File: src/rtl/show_fifo.sv
module show_fifo #(
  parameter int W             = 8,
  parameter int DEPTH         = 8,
  parameter bit SHOWAHEAD     = 1'b0,
  parameter int NEAR_EMPTY_TH = 1,
  parameter int NEAR_FULL_TH  = DEPTH - 1,
  parameter bit OVF_GUARD     = 1'b1,
  parameter bit UNF_GUARD     = 1'b1,
  parameter bit USE_ARST      = 1'b0
) (
  input  logic                       clk,
  input  logic                       rst_n,
  input  logic                       clr,
  input  logic                       wr_en,
  input  logic [W-1:0]               wr_data,
  input  logic                       rd_en,
  output logic [W-1:0]               rd_data,
  output logic                       full,
  output logic                       empty,
  output logic                       near_full,
  output logic                       near_empty,
  output logic [$clog2(DEPTH+1)-1:0] used
);
  localparam int AW = (DEPTH > 1) ? $clog2(DEPTH) : 1;
  localparam int CW = $clog2(DEPTH + 1);
  localparam logic [AW-1:0] LAST = AW'(DEPTH - 1);

  logic          arst_n;
  logic          wr_ok, rd_ok;
  logic [AW-1:0] wptr, rptr;
  logic [CW-1:0] used_w;
  logic [W-1:0]  rd_q;
  logic [W-1:0]  mem [DEPTH];

  assign arst_n = USE_ARST ? rst_n : 1'b1;
  assign wr_ok  = wr_en && !(OVF_GUARD && full);
  assign rd_ok  = rd_en && !(UNF_GUARD && empty);

  function automatic logic [AW-1:0] bump(input logic [AW-1:0] p);
    return (p == LAST) ? '0 : p + 1'b1;
  endfunction

  always_ff @(posedge clk)
    if (wr_ok) mem[wptr] <= wr_data;

  generate
    if (!SHOWAHEAD) begin : g_classic
      logic [CW-1:0] cnt_q;

      always_ff @(posedge clk or negedge arst_n) begin
        if (!arst_n) begin
          cnt_q <= '0;
          wptr  <= '0;
          rptr  <= '0;
          rd_q  <= '0;
        end else if (clr) begin
          cnt_q <= '0;
          wptr  <= '0;
          rptr  <= '0;
          rd_q  <= '0;
        end else begin
          if (wr_ok) wptr <= bump(wptr);
          if (rd_ok) begin
            rptr <= bump(rptr);
            rd_q <= mem[rptr];
          end
          cnt_q <= cnt_q + CW'(wr_ok) - CW'(rd_ok);
        end
      end

      assign used_w = cnt_q;
    end else begin : g_ahead
      logic [CW-1:0] ram_cnt;
      logic          head_vld;
      logic          pop, load, collide;
      logic [W-1:0]  head_src;

      assign pop      = rd_ok && head_vld;
      assign load     = (!head_vld || pop) && ((ram_cnt != '0) || wr_ok);
      assign collide  = wr_ok && (wptr == rptr) && (ram_cnt == '0);
      assign head_src = collide ? wr_data : mem[rptr];

      always_ff @(posedge clk or negedge arst_n) begin
        if (!arst_n) begin
          ram_cnt  <= '0;
          head_vld <= 1'b0;
          wptr     <= '0;
          rptr     <= '0;
          rd_q     <= '0;
        end else if (clr) begin
          ram_cnt  <= '0;
          head_vld <= 1'b0;
          wptr     <= '0;
          rptr     <= '0;
          rd_q     <= '0;
        end else begin
          if (wr_ok) wptr <= bump(wptr);
          if (load) begin
            rd_q     <= head_src;
            rptr     <= bump(rptr);
            head_vld <= 1'b1;
          end else if (pop) begin
            head_vld <= 1'b0;
          end
          ram_cnt <= ram_cnt + CW'(wr_ok) - CW'(load);
        end
      end

      assign used_w = ram_cnt + CW'(head_vld);
    end
  endgenerate

  assign used       = used_w;
  assign rd_data    = rd_q;
  assign full       = (used_w == CW'(DEPTH));
  assign empty      = (used_w == '0);
  assign near_empty = (used_w <= CW'(NEAR_EMPTY_TH));
  assign near_full  = (used_w >= CW'(NEAR_FULL_TH));
endmodule


File: config.mk
export PLATFORM = sky130hd
export DESIGN_NAME = show_fifo
export DESIGN_NICKNAME = d
export VERILOG_FILES = /design/src/rtl/show_fifo.sv
export SDC_FILE = /design/constraint.sdc
export NUM_CORES = 1
export LEC_CHECK = 0
export ABC_AREA = 1
export BUFFER_PORTS_ARGS = -buffer_cell sky130_fd_sc_hd__clkbuf_2
export CAP_MARGIN = 5
export CELL_PAD_IN_SITES_DETAIL_PLACEMENT = 1
export CELL_PAD_IN_SITES_GLOBAL_PLACEMENT = 2
export CORE_ASPECT_RATIO = 0.8
export CORE_UTILIZATION = 36
export CTS_BUF_LIST = sky130_fd_sc_hd__clkbuf_4
export CTS_CLUSTER_DIAMETER = 100
export DETAILED_ROUTE_END_ITERATION = 16
export GPL_TIMING_DRIVEN = 0
export MAX_ROUTING_LAYER = met4
export PLACE_DENSITY = 0.8
export SYNTH_ARGS = -nofsm -noshare
export SYNTH_HDL_FRONTEND = slang
export SYNTH_SLANG_ARGS = --single-unit
File: constraint.sdc
create_clock -name clk -period 2.1 [get_ports clk]
set_clock_uncertainty 0.2 [all_clocks]
set_input_delay 0.42 -clock clk [delete_from_list [all_inputs] [get_ports clk]]
set_output_delay 0.42 -clock clk [all_outputs]
set_load 0.005 [all_outputs]
==> results.toml <==
[clock_tree]
cts_num_sinks = 82
htree_num_levels = 3
clk_latency_ps = 450
clock_path_buffers = 2
clockRootBuffer = "clkbuf_4"
cts_tree = "done"
cts_buffers = 9
clk_pin_slew_ps = 130

[synth]
post_synth_num_cell_types = 22
synth-seq-area-share_pct = 62.6
yosysWarnings = 0
synth_commonest_cells = "100 x nand2_1, 65 x inv_1, 64 x edfxtp_1, 49 x nand3_1, 18 x dfxtp_1"
synth_edf_count = 64
async_flop_share_pct = 0
syn_nets = 394
synthFlopType = "edfxtp_1"
ys_ff_latch = 82
netlist_instances = 368
synth.most_common_cell = "nand2_1"
yosysTopAreaCell = "edfxtp_1"
ys_top_cells_by_area = "edfxtp_1 53%, nand2_1 10%, dfxtp_1 9.9%"
avgSynthCellArea_sq_um = 9.91
syn_area_sq_mm = 0.00365
netlist.area_leader.share_pct = 52.7

[route]
routed_wl_um = 9220
ant_nets = 0
drc = 0
drt_iter0_drc = 93
dr.pass1.iters = 4
avgViaCountPerCell = 4.66
vias = 2602
wl_per_cell_um = 16.5

[sta]
worst_pin_slew_ps = 544
fin_worst_hold_slack_ps = 61.9
hold_viol_final = 0
finalCriticalPeriod_ps = 2110
rsz0062_at_grt = "true"
fin_crit_sh_pct = 100
slew-limit-headroom_pct = 63.7
fmax_mhz = 474
finalWorstSetupSlack_ps = -9.45
drv_slew = 0
setup_viol = 1

[min_path]
holdCritPathClass = "input pin to flip-flop"
holdPathStages = 1

[setup_path]
critical_path_arrival_ps = 2240
path_max_fanout = 4
crit_path_top_delay_cell = "fa_2"
reg2reg_depth = 11
crit_required_ps = 2230
crit_path_start_kind = "flip-flop"
cp_top_family = "adder cells"
crit_type = "flip-flop to flip-flop"
cp-end-kind = "flip-flop"
path_cells = "inv_4, ha_4, nand2_4, nand2_4, inv_8, ha_4, inv_4, ha_4, inv_4, fa_2, nor2_1"
worst_path_largest_cell_delay_ps = 520
worst-path-buf-inv = 4
path_depth = 11

[finish]
drive_gt1_share_pct = 23.0
antenna_cells = 0
area_delta_synth_final_pct = 19.2
fin_nets = 443

[place]
io_buffers = 27
gp_congestion = 0.754
dp_hpwl_um = 6210

[power_and_ir_drop]
power_mw = 4.96
comb_power_share_pct = 39.2
clkPwrFrac_pct = 18.6
p_int_mw = 3.10
cellPowerDensity_mw_per_mm2 = 1140
p_leak_nw = 1.89
seqPwrFrac_pct = 42.3
vdd_drop_max_mv = 0.530
switching_share_pct = 37.6
p_sw_mw = 1.87

[floorplan]
dieArea_sq_mm = 0.0105
core_sq_mm = 0.00973
initial_utilization_pct = 37.5
die_w_um = 115
rows = 32
dieHeight_um = 92.0
io_pins = 29

[global_routing]
grt.overflow.total = 0
track_usage_pct = 20.0
grt_first_pass_wirelength_um = 14500
antenna_found_initial = 0
grt_max_degree = 15
first_global_vias = 2674

[flow_run]
cap_violations = 0

[outcome]
violations = "setup timing"
outcome = "finished with violations"
final cells by class:
| type | count | area, sq um |
|---|---|---|
| clock buffer | 9 | 67.6 |
| fill | 1109 | 5380 |
| sequential | 82 | 2290 |
| multi-input combinational | 204 | 1140 |
| clock inverter | 7 | 68.8 |
| inverter | 69 | 283 |
| buffer | 13 | 103 |
| timing repair buffer | 38 | 220 |
| tap | 136 | 170 |
sequential cells by signal (all words and copies together), names as in the netlist:
register and cells:
mem 64, rptr 3, rd_data 8, wptr 3, used 4
through the flow:
step | setup WS (ps) | TNS (ps) | cells | instance area (sq um) | util (%)
detailed placement | -362 | -19240 | 531 | 3970 | 40.8
floorplan | -32.5 | -32.5 | 368 | 3660 | -
CTS | -28.2 | -392 | 557 | 4290 | 44.1
global placement | -334 | -14560 | 531 | 3970 | 40.8
finish | -9.45 | -9.45 | 558 | 4350 | 44.7
global route | -96.6 | -2680 | 558 | 4350 | 44.7
logic make-up (layout without fill, tap and decap cells):
family                   Yosys count  after routing  share of synthesized area, %
AO/OA/AOI/OAI                     22             22                          3.29
buffers and inverters             82            136                          10.1
flip-flops                        82             82                          62.6
adder cells (fa/ha/maj)           13             13                          4.67
XOR/XNOR                           1              1                         0.240
AND/OR/NAND/NOR                  168            168                          19.1
power by group through the flow:
stage | Combinational (mW) | Clock [mW] | Sequential [mW]
after floorplan | 1.07 | 0 | 2.10
after global placement | 1.60 | 0 | 2.11
after detailed placement | 1.65 | 0 | 2.11
after CTS | 1.87 | 0.951 | 2.09
after global routing | 2.18 | 1.00 | 2.12
final | 1.94 | 0.921 | 2.10
worst paths after layout:
| kind | startpoint | to | slack, ps |
|---|---|---|---|
| worst max register to register | used[2] | used[1] | -9 |
| worst min-delay path | wr_data[0] | mem[1][0] | 60 |
| worst min register to register | rd_data[3] | rd_data[3] | 270 |
| worst max-delay path | used[2] | used[1] | -9 |
placed cells by master (no fill, tap or decap), types with 6 or more instances in the layout:
cell type / instances
nor2_1: 8
nand3_1: 49
ha_1: 6
clkbuf_2: 27
clkbuf_4: 9
inv_1: 60
dfxtp_1: 14
a21oi_1: 14
nand2_1: 98
edfxtp_1: 64
buf_4: 13
repair_timing:
action                                 in CTS  in global routing
hold buffers                                1                  0
pin swaps                                   3                  6
gates resized for setup                    30                 12
setup endpoints to repair                  67                 49
endpoints found under the hold margin       3                  0
buffers inserted                            9                  1
per-layer routing:
| metal | up-vias | wire length, um | GRT usage (%) |
|---|---|---|---|
| li1 | 1281 | - | - |
| met1 | 1265 | 4340 | 26.1 |
| met2 | 44 | 4320 | 31.0 |
| met3 | 12 | 421 | 4.36 |
| met4 | 0 | 142 | 6.49 |
| met5 | - | 0 | - |
worst reg2reg max path, cell delays in order (launching register included):
cell and delay, ps:
dfxtp_2 360, inv_4 90, ha_4 160, nand2_4 50, nand2_4 90, inv_8 40
ha_4 230, inv_4 50, ha_4 130, inv_4 40, fa_2 520, nor2_1 30
Power figures use the tool's default switching activity.
